`src/rtl/serpat_pkg.sv`:
```
package serpat_pkg;

  typedef enum logic [1:0] {
    SP_IDLE = 2'd0,
    SP_RUN  = 2'd1,
    SP_HOLD = 2'd2
  } sp_state_e;

  // Resting level of the serial clock for a given polarity select.
  function automatic logic sp_idle_level(input logic pol);
    return ~pol;
  endfunction

  // Number of bits in a full run from the minus-one fields.
  function automatic int unsigned sp_total_bits(input int unsigned len_m1,
                                                input int unsigned reps_m1);
    return (len_m1 + 32'd1) * (reps_m1 + 32'd1);
  endfunction

  // Number of serial clock toggles in a full run.
  function automatic int unsigned sp_total_toggles(input int unsigned len_m1,
                                                   input int unsigned reps_m1);
    return 32'd2 * sp_total_bits(len_m1, reps_m1);
  endfunction

endpackage

```
`src/rtl/serpat_halfper.sv`:
```
module serpat_halfper #(
  parameter int DIV_W = 32
) (
  input  logic             clk,
  input  logic             rst_n,
  input  logic             run,
  input  logic [DIV_W-1:0] limit,
  output logic             tick
);

  logic [DIV_W-1:0] count_q;

  assign tick = run && (count_q == limit);

  always_ff @(posedge clk or negedge rst_n) begin
    if (!rst_n) begin
      count_q <= '0;
    end else if (!run) begin
      count_q <= '0;
    end else if (count_q == limit) begin
      count_q <= '0;
    end else begin
      count_q <= count_q + 1'b1;
    end
  end

  // the half-period counter never passes the captured limit
  assert_count_bounded_R3: assert property (@(posedge clk) disable iff (!rst_n)
    run |-> (count_q <= limit));

  // counter restarts from zero whenever a run is not active
  assert_count_cleared_R3: assert property (@(posedge clk) disable iff (!rst_n)
    !run |=> (count_q == '0));

endmodule

```
`src/rtl/serpat_bitseq.sv`:
```
module serpat_bitseq #(
  parameter int LEN_W = 6,
  parameter int REP_W = 10
) (
  input  logic             clk,
  input  logic             rst_n,
  input  logic             load,
  input  logic             step,
  input  logic [LEN_W-1:0] len_m1,
  input  logic [REP_W-1:0] reps_m1,
  output logic [LEN_W-1:0] bit_idx,
  output logic             last_bit
);

  logic [LEN_W-1:0] idx_q;
  logic [REP_W-1:0] rep_q;
  logic             pass_end;

  assign pass_end = (idx_q == len_m1);
  assign last_bit = pass_end && (rep_q == reps_m1);
  assign bit_idx  = idx_q;

  always_ff @(posedge clk or negedge rst_n) begin
    if (!rst_n) begin
      idx_q <= '0;
      rep_q <= '0;
    end else if (load) begin
      idx_q <= '0;
      rep_q <= '0;
    end else if (step) begin
      if (pass_end) begin
        idx_q <= '0;
        if (rep_q != reps_m1) begin
          rep_q <= rep_q + 1'b1;
        end
      end else begin
        idx_q <= idx_q + 1'b1;
      end
    end
  end

  // the bit index stays inside the programmed pass length
  assert_idx_bounded_R5: assert property (@(posedge clk) disable iff (!rst_n)
    !load |-> (idx_q <= len_m1));

  // the pass counter stays inside the programmed repeat count
  assert_rep_bounded_R6: assert property (@(posedge clk) disable iff (!rst_n)
    !load |-> (rep_q <= reps_m1));

  // a step at the end of a pass that is not the last wraps to bit 0
  assert_wrap_R5: assert property (@(posedge clk) disable iff (!rst_n)
    (step && !load && pass_end && !last_bit) |=> (idx_q == '0));

endmodule

```
`src/rtl/serpat_channel.sv`:
```
module serpat_channel
  import serpat_pkg::*;
#(
  parameter int SEED_W = 64,
  parameter int REP_W  = 10,
  parameter int DIV_W  = 32,
  localparam int LEN_W = $clog2(SEED_W)
) (
  input  logic              clk,
  input  logic              rst_n,
  input  logic              enable,
  input  logic [SEED_W-1:0] cfg_seed,
  input  logic [LEN_W-1:0]  cfg_len_m1,
  input  logic [REP_W-1:0]  cfg_reps_m1,
  input  logic [DIV_W-1:0]  cfg_div,
  input  logic              cfg_pol,
  output logic              ser_data,
  output logic              ser_clk,
  output logic              run_done
);

  localparam int EDGE_W = LEN_W + REP_W + 2;

  sp_state_e         st_q;
  logic [SEED_W-1:0] cap_seed;
  logic [LEN_W-1:0]  cap_len;
  logic [REP_W-1:0]  cap_reps;
  logic [DIV_W-1:0]  cap_div;
  logic              cap_pol;
  logic              sclk_q;
  logic              sdat_q;
  logic              done_q;
  logic [EDGE_W-1:0] edge_cnt_q;

  // Named internal events
  logic             running;
  logic             start_evt;
  logic             tick;
  logic             at_idle;
  logic             lead_evt;
  logic             trail_evt;
  logic             final_evt;
  logic [LEN_W-1:0] bit_idx;
  logic             last_bit;
  logic             idle_lvl;

  assign running   = (st_q == SP_RUN);
  assign start_evt = enable && (st_q == SP_IDLE);
  assign idle_lvl  = sp_idle_level(cap_pol);
  assign at_idle   = (sclk_q == idle_lvl);
  assign lead_evt  = enable && running && tick && at_idle;
  assign trail_evt = enable && running && tick && !at_idle;
  assign final_evt = trail_evt && last_bit;

  serpat_halfper #(.DIV_W(DIV_W)) u_halfper (
    .clk   (clk),
    .rst_n (rst_n),
    .run   (running),
    .limit (cap_div),
    .tick  (tick)
  );

  serpat_bitseq #(.LEN_W(LEN_W), .REP_W(REP_W)) u_bitseq (
    .clk      (clk),
    .rst_n    (rst_n),
    .load     (start_evt),
    .step     (trail_evt),
    .len_m1   (cap_len),
    .reps_m1  (cap_reps),
    .bit_idx  (bit_idx),
    .last_bit (last_bit)
  );

  always_ff @(posedge clk or negedge rst_n) begin
    if (!rst_n) begin
      st_q     <= SP_IDLE;
      cap_seed <= '0;
      cap_len  <= '0;
      cap_reps <= '0;
      cap_div  <= '0;
      cap_pol  <= 1'b0;
      sclk_q   <= 1'b1;
      sdat_q   <= 1'b0;
      done_q   <= 1'b0;
    end else begin
      done_q <= 1'b0;
      if (!enable) begin
        st_q   <= SP_IDLE;
        sclk_q <= sp_idle_level(cfg_pol);
        sdat_q <= 1'b0;
      end else begin
        case (st_q)
          SP_IDLE: begin
            st_q     <= SP_RUN;
            cap_seed <= cfg_seed;
            cap_len  <= cfg_len_m1;
            cap_reps <= cfg_reps_m1;
            cap_div  <= cfg_div;
            cap_pol  <= cfg_pol;
            sclk_q   <= sp_idle_level(cfg_pol);
            sdat_q   <= 1'b0;
          end
          SP_RUN: begin
            if (lead_evt) begin
              sclk_q <= ~sclk_q;
              sdat_q <= cap_seed[bit_idx];
            end else if (trail_evt) begin
              sclk_q <= ~sclk_q;
              if (final_evt) begin
                done_q <= 1'b1;
                sdat_q <= 1'b0;
                st_q   <= SP_HOLD;
              end
            end
          end
          SP_HOLD: begin
            sclk_q <= idle_lvl;
            sdat_q <= 1'b0;
          end
          default: st_q <= SP_IDLE;
        endcase
      end
    end
  end

  // Toggle counter over the run, used by the checks below
  always_ff @(posedge clk or negedge rst_n) begin
    if (!rst_n) begin
      edge_cnt_q <= '0;
    end else if (start_evt) begin
      edge_cnt_q <= '0;
    end else if (lead_evt || trail_evt) begin
      edge_cnt_q <= edge_cnt_q + 1'b1;
    end
  end

  assign ser_data = sdat_q;
  assign ser_clk  = sclk_q;
  assign run_done = done_q;

  // a low enable returns everything to idle on the next edge
  assert_idle_quiet_R2: assert property (@(posedge clk) disable iff (!rst_n)
    !enable |=> (!sdat_q && !done_q && (st_q == SP_IDLE)));

  // data only moves while the serial clock sits at its active level
  assert_data_on_lead_R7: assert property (@(posedge clk) disable iff (!rst_n)
    (running && !$stable(sdat_q)) |-> (sclk_q != idle_lvl));

  // captured settings hold still through a run
  assert_frozen_cfg_R8: assert property (@(posedge clk) disable iff (!rst_n)
    (running && $past(st_q) == SP_RUN) |->
      ($stable(cap_seed) && $stable(cap_len) && $stable(cap_reps) &&
       $stable(cap_div) && $stable(cap_pol)));

  // the done event lasts one cycle
  assert_done_pulse_R9: assert property (@(posedge clk) disable iff (!rst_n)
    done_q |=> !done_q);

  // done arrives with the clock back at idle and the data line low
  assert_done_at_idle_R9: assert property (@(posedge clk) disable iff (!rst_n)
    done_q |-> ((sclk_q == idle_lvl) && !sdat_q && (st_q == SP_HOLD)));

  // done follows exactly the programmed number of toggles
  assert_done_count_R6: assert property (@(posedge clk) disable iff (!rst_n)
    done_q |-> (32'(edge_cnt_q) ==
                sp_total_toggles(32'(cap_len), 32'(cap_reps))));

  // once finished, the channel stays parked while enable is held
  assert_hold_parked_R10: assert property (@(posedge clk) disable iff (!rst_n)
    ((st_q == SP_HOLD) && enable) |=> ((st_q == SP_HOLD) && !done_q));

endmodule

```
`config.mk`:
```
export PLATFORM = sky130hd
export DESIGN_NAME = serpat_channel
export DESIGN_NICKNAME = d
export VERILOG_FILES = /design/src/rtl/serpat_pkg.sv /design/src/rtl/serpat_halfper.sv /design/src/rtl/serpat_bitseq.sv /design/src/rtl/serpat_channel.sv
export SDC_FILE = /design/constraint.sdc
export NUM_CORES = 1
export LEC_CHECK = 0
export BUFFER_PORTS_ARGS = -buffer_cell sky130_fd_sc_hd__buf_2
export CAP_MARGIN = 20
export CORE_AREA = 2 2 193 138
export DETAILED_ROUTE_END_ITERATION = 16
export DIE_AREA = 0 0 195 140
export PLACE_DENSITY_LB_ADDON = 0.2
export REMOVE_ABC_BUFFERS = 1
export SYNTH_ARGS = -nofsm -noshare
export SYNTH_HDL_FRONTEND = slang
export SYNTH_SLANG_ARGS = --single-unit
export TNS_END_PERCENT = 5
```
`constraint.sdc`:
```
create_clock -name clk -period 4.24 [get_ports clk]
set_input_delay 0.424 -clock clk [delete_from_list [all_inputs] [get_ports clk]]
set_output_delay 0.424 -clock clk [all_outputs]
set_load 0.02 [all_outputs]
```
==> metrics.log, run 1 <==
INFO  metric data_arrival_time_of_the_worst_path = 3.38 ns
INFO  metric p_leak = 0.00474 uW
INFO  metric fin_crit_sh = 73.3%
INFO  metric via_per_inst = 4.55
INFO  metric final.setup_skew = 0.0136 ns
INFO  metric drtPass1Iterations = 4
INFO  metric num-nets-final = 1110
INFO  metric average_routed_wire_per_standard_cell = 14.6 microns
INFO  metric layout_commonest_cell = nand2_1
INFO  metric postCtsSetupRepairBufs = 0
INFO  metric grt_max_degree = 95
INFO  metric whs = 0.0556 ns
INFO  metric cts_buffer_depth = 2
INFO  metric fmax = 0.322 GHz
INFO  metric crit_path_cell_trace = xor2_1, nor4_1, nand4_1, or4_1, or4_4, xor2_1, nor2_1
INFO  metric critical-path-top-cell-by-count = xor2_1
INFO  metric synth_edf_count = 0
INFO  metric synth_sequential_area_ratio = 51.9%
INFO  metric ys.warnings.count = 0
INFO  metric worst_vdd_rail_ir_drop = 0.291 mV
INFO  metric area_delta_synth_final = 18.7%
INFO  metric route.antenna.remaining_nets = 0
INFO  metric portBuffers = 118
INFO  metric critical_path.max_fanout = 18
INFO  metric synth.cell_area = 0.00801 sq mm
INFO  metric synth_async_reset_ratio = 100%
INFO  metric path_clk_slew = 0.08 ns
INFO  metric cap_violations = 0
INFO  metric h-tree-depth = 4
INFO  metric total_i_o_pin_count = 119
INFO  metric ctsResizeCount = 0
INFO  metric groute.layer.met3.usage = 3.37%
INFO  metric hold_class = in2async
INFO  metric gr-total-overflow = 0
INFO  metric final-max-slew-violation-count = 0
INFO  metric gr-max-usage-layer = met1
INFO  metric critical_path.endpoint_type = flip-flop
INFO  metric syn_area_per_cell = 9.04 sq um
INFO  metric register_bit_total_from_synthesis = 166
INFO  metric dieWidth = 195 microns
INFO  metric timing_hold_violations_final = 0
INFO  metric critical_path.slowest_cell = or4_1
INFO  metric num_rows = 49
INFO  metric finalPower = 5610 uW
INFO  metric ctsRootBufferMaster = clkbuf_16
INFO  metric final_cell_mix = 362 x nand2_1, 165 x dfrtp_1, 117 x buf_2, 54 x xor2_1, 54 x nor2_1
INFO  metric share_of_post_route_cells_with_drive_strength_above_1 = 18.2%
INFO  metric category_of_the_critical_setup_timing_path = reg2reg
INFO  metric run_status = finished clean
INFO  metric grt.met2_usage = 19.9%
INFO  metric grt_use_met1 = 23.6%
INFO  metric timing_worst_slew_pin_value = 0.940 ns
INFO  metric place.gp.congestion = 0.741
INFO  metric drtIter0Drc = 359
INFO  metric post_synth_num_cell_types = 43
INFO  metric global_route_wire_length_before_repair = 32000 microns
INFO  metric core-area = 0.0254 sq mm
INFO  metric die-height = 140 microns
INFO  metric critPathLaunch = u_halfper.count_q[10]
INFO  metric rsz0062_at_grt = no
INFO  metric yosys_most_used_dff = dfrtp_1
INFO  metric worst_setup_path_start_kind = flip-flop
INFO  metric finalWirelength = 19400 microns
INFO  metric clk_latency = 0.43 ns
INFO  metric cts_hold_buffers = 0
INFO  metric numClockSinks = 166
INFO  metric grt_pass1_vias = 5988
INFO  metric antenna_cells = 0
INFO  metric total_cts_buffers = 17
INFO  metric synthesis.instances = 886
INFO  metric min_tclk_post_route = 3.11 ns
INFO  metric dieArea = 0.0273 sq mm
INFO  metric timing.setup.tns = 0 ns
INFO  metric place.detailed.hpwl = 13200 microns
INFO  metric grt_use_total = 14.9%
INFO  metric post-route-drc-count = 0
INFO  metric fillerInstances = 2655
INFO  metric power_density = 589 mW/mm^2
INFO  metric worst_slew_margin_rel = 37.3%
INFO  metric critical_path.max_stage_delay = 0.88 ns
INFO  metric grt_antenna_before_repair = 0
INFO  metric rr_startpoint = u_halfper.count_q[10]
INFO  metric via_count = 6054
INFO  metric setup_viol = 0
INFO  metric start_util = 31.6%
INFO  metric cts_tree = yes
INFO  metric critical_path_required = 4.51 ns
==> registers in the layout (all words and copies together), names as in the netlist, 2 cells and up <==
name	flops
cap_seed	64
u_bitseq.rep_q	10
u_bitseq.bit_idx	6
cap_reps	10
st_q	2
u_halfper.count_q	32
cap_div	32
cap_len	6
==> kinds of logic after synthesis <==
kind of cell               Yosys count  synth area share, %
buffers and inverters               58                 3.03
DFF                                166                 51.9
AOI/OAI and AO/OA                   36                 2.76
and+or+nand+nor                    509                 26.8
muxes                               26                 5.28
xor gates and xnor gates            84                 9.18
adders and majority gates            7                 1.09
==> cells in the mapped netlist (2+ instances only) <==
master	count	share of area, %
xor2_1	54	5.9
nor2b_1	9	0.70
o21ai_0	9	0.56
nor4_1	11	0.86
nand3_1	20	1.2
buf_6	3	0.42
and4_1	5	0.55
a211oi_1	3	0.28
mux4_2	13	3.7
xnor2_1	30	3.3
and3_1	10	0.78
buf_1	4	0.19
nand2_1	363	17
nor2_1	54	2.5
o31ai_1	2	0.19
inv_1	10	0.47
nand4_1	15	1.2
nand3b_1	3	0.28
ha_1	7	1.1
a21oi_1	13	0.81
mux2i_1	13	1.6
nand2b_1	3	0.23
and4b_1	2	0.25
buf_2	2	0.12
dfrtp_1	165	52
or4_1	2	0.19
clkbuf_1	39	1.8
nor3_1	7	0.44
==> through the flow <==
step	instance area (sq um)	std cells	worst slack, ns	util [%]
global route	9510	1331	0.875	37.5
CTS	9510	1331	1.16	37.5
global placement	8930	1299	1.14	35.2
detailed placement	8930	1299	1.16	35.2
floorplan	7800	838	1.06	-
finish	9510	1331	1.13	37.5
==> power by group <==
part / switching [uW] / internal, uW
registers: 351 / 2130
logic: 953 / 627
clock network: 703 / 841
==> path summary, 6_finish.rpt <==
check | slack, ns | endpoint | cells after the start
max | 1.13 | u_bitseq.rep_q[9] | 7
min | 0.06 | cap_reps[8] | 1
max reg2reg | 1.13 | u_bitseq.rep_q[9] | 7
min reg2reg | 0.47 | cap_seed[19] | 2
max in group asynchronous | 3.28 | cap_seed[11] | 2
min in group clk | 0.18 | cap_div[3] | 3
==> worst max-delay path, delay by kind of cell, from the launching register on <==
family,cells,cell delay (ns)
DFF,1,0.45
and+or+nand+nor,5,2.17
xor gates and xnor gates,2,0.32
==> per-layer routing <==
metal | vias up | wire length [microns]
met3 | 10 | 725
met1 | 2880 | 10900
met5 | - | 0
met4 | 0 | 155
li1 | 3070 | -
met2 | 94 | 7660
==> cell type report <==
class	instances	area, sq um	area share [%]
Clock buffer	18	439	4.62
Clock inverter	14	139	1.46
Inverter	10	37.5	0.395
Multi-Input combinational cell	662	3630	38.1
Sequential cell	166	4160	43.7
Tap cell	331	414	4.35
Timing Repair Buffer	130	699	7.35
Note: power is estimated with default switching activity, not from simulation.
==> run 2: changes to the inputs <==
==> constraint.sdc (replaced) <==
create_clock -name clk -period 2.65 [get_ports clk]
set_input_delay 0.265 -clock clk [delete_from_list [all_inputs] [get_ports clk]]
set_output_delay 0.265 -clock clk [all_outputs]
set_load 0.02 [all_outputs]
==> run 2 against run 1 <==
  * Sequential power grew 59%
  * Design area up 6.4%
  * Via count is 3.4% higher
  * Register-to-register slack lost 1.1 ns
  * Setup slack worse by 1.1 ns
  * Wire length rose by 4.5%
  * Critical endpoint unchanged
  * Total power rose by 65%
  * Non-clock buffer count is 59 higher
  * Clock skew fell by 0.0037 ns
  * Utilization is 2.4 points higher
  * Die area unchanged
==> metrics.log, run 2 (synthesized netlist as in run 1, its figures left out) <==
INFO  metric die-height = 140 microns
INFO  metric h-tree-depth = 4
INFO  metric grt_antenna_before_repair = 0
INFO  metric num-nets-final = 1169
INFO  metric category_of_the_critical_setup_timing_path = reg2reg
INFO  metric dieArea = 0.0273 sq mm
INFO  metric cap_violations = 0
INFO  metric biggestRegsByFlops = cap_seed: 64 flops, cap_div: 32 flops, u_halfper.count_q: 32 flops
INFO  metric data_arrival_time_of_the_worst_path = 2.89 ns
INFO  metric hold-path-endpoint = cap_div[18]
INFO  metric clock_power_share = 27.9%
INFO  metric via_per_inst = 4.50
INFO  metric timing_hold_violations_final = 0
INFO  metric regToRegEndpoint = u_bitseq.rep_q[9]
INFO  metric core-area = 0.0254 sq mm
INFO  metric power_density = 915 mW/mm^2
INFO  metric post-route-drc-count = 0
INFO  metric switching_share = 34.7%
INFO  metric run_status = finished clean
INFO  metric average_routed_wire_per_standard_cell = 14.6 microns
INFO  metric post-place-ws = -0.260 ns
INFO  metric fin_crit_sh = 97.3%
INFO  metric final-max-slew-violation-count = 0
INFO  metric numClockSinks = 166
INFO  metric num_rows = 49
INFO  metric internal_portion_of_total_power = 6040 uW
INFO  metric worst_slack = 0.0727 ns
INFO  metric grt_max_degree = 65
INFO  metric grt_pass1_vias = 6155
INFO  metric area_delta_synth_final = 26.4%
INFO  metric dieWidth = 195 microns
INFO  metric timing_worst_slew_pin_value = 0.559 ns
INFO  metric route.antenna.remaining_nets = 0
INFO  metric sequential_cell_fraction_of_total_power = 42.7%
INFO  metric worst_vdd_rail_ir_drop = 0.508 mV
INFO  metric layout_commonest_cell = nand2_1
INFO  metric rr_startpoint = cap_div[14]
INFO  metric part_of_the_power_in_combinational_logic = 29.4%
INFO  metric place.detailed.hpwl = 14200 microns
INFO  metric min-delay-start = cfg_div[18]
INFO  metric place.gp.congestion = 0.771
INFO  metric critical_path.endpoint_type = flip-flop
INFO  metric cts_tree = yes
INFO  metric grt_use_total = 15.5%
INFO  metric largest_register_ffs = 64
INFO  metric start_util = 31.6%
INFO  metric drtIter0Drc = 283
INFO  metric hold_path_depth = 3
INFO  metric min_tclk_post_route = 2.58 ns
INFO  metric final_cell_count_no_fill = 1390
INFO  metric final_cell_mix = 362 x nand2_1, 165 x dfrtp_1, 117 x buf_2, 54 x xor2_1, 54 x buf_4
INFO  metric registers.top_by_ff_count = cap_seed
INFO  metric path_clk_slew = 0.06 ns
INFO  metric ctsRootBufferMaster = clkbuf_16
INFO  metric critical_path.max_fanout = 4
INFO  metric global_route_wire_length_before_repair = 33100 microns
INFO  metric p_sw = 3220 uW
INFO  metric final.setup_skew = 0.00986 ns
INFO  metric p_leak = 0.00507 uW
INFO  metric clk_latency = 0.43 ns
INFO  metric ff2ff_path_depth = 8
INFO  metric total_i_o_pin_count = 119
INFO  metric gr-total-overflow = 0
INFO  metric placed_cells = 1345
INFO  metric r2r_slack = 0.07 ns
INFO  metric share_of_post_route_cells_with_drive_strength_above_1 = 22.8%
INFO  metric worst_setup_path_start_kind = flip-flop
INFO  metric via_count = 6260
INFO  metric drtPass1Iterations = 4
INFO  metric finalWirelength = 20300 microns
INFO  metric whs = 0.0200 ns
INFO  metric setup_viol = 0
INFO  metric worst_slew_margin_rel = 61.7%
INFO  metric fmax = 0.388 GHz
INFO  metric hold_class = in2reg
INFO  metric finalPower = 9260 uW
INFO  metric total_cts_buffers = 17
INFO  metric antenna_cells = 0
INFO  metric cts_buffer_depth = 2
INFO  metric rsz0062_at_grt = yes
INFO  metric portBuffers = 118
INFO  metric critical_path_required = 2.96 ns
## run 2: power by group through the flow
stage / Clock [uW] / Sequential (uW) / Combinational [uW]
after floorplan: 0 / 3850 / 1890
after global placement: 0 / 3980 / 2710
after detailed placement: 0 / 3990 / 2740
after CTS: 2660 / 3960 / 2770
after global routing: 2760 / 4070 / 3150
final: 2580 / 3950 / 2730
## run 2: worst max path at each step
stage	from	end	slack (ns)	cells after the start
after floorplan	st_q[0]	u_bitseq.bit_idx[0]	-0.53	4
after global placement	u_halfper.count_q[29]	u_bitseq.rep_q[9]	-0.28	8
after detailed placement	u_halfper.count_q[29]	u_bitseq.rep_q[9]	-0.26	8
after CTS	u_halfper.count_q[29]	u_bitseq.bit_idx[1]	0.03	8
after global routing	cap_div[14]	u_bitseq.rep_q[9]	-0.09	8
final	cap_div[14]	u_bitseq.rep_q[9]	0.07	8
## run 2: layout make-up
cell class | count | area [sq um]
Fill cell | 2606 | 15300
Sequential cell | 166 | 4160
Multi-Input combinational cell | 662 | 3680
Timing Repair Buffer | 189 | 1240
Clock buffer | 20 | 447
Tap cell | 331 | 414
Clock inverter | 12 | 154
Inverter | 10 | 37.5
## run 2: per-layer routing
metal  GRT usage [%]  wire, microns
met1            24.5          11400
met4            4.78            248
met2            20.9           7950
met3            2.99            670
met5               0              0
## run 2: per-stage QoR
step           area, sq um  setup TNS, ns  util [%]
6_report             10100              0      39.9
3_5_place_dp          9340          -2.44      36.8
2_1_floorplan         7800         -63.42         -
4_1_cts              10000              0      39.5
5_1_grt              10100         -0.209      39.9
3_3_place_gp          9340          -2.41      36.8
## run 2: worst max-delay path: stages (launching register included)
cell	delay (ns)
dfrtp_1	0.40
xor2_1	0.18
nor4_2	0.39
buf_4	0.17
nand4_1	0.11
or4_4	0.60
or4_4	0.43
xor2_1	0.13
nor2_1	0.05
## run 2: repair_timing
action                                  4_1_cts  5_1_grt
endpoints found under the setup margin       16       11
hold buffers                                  8        0
pin swaps                                     2        9
gates resized for setup                       2       13
buffers inserted                              0        5
endpoints found under the hold margin        60        0
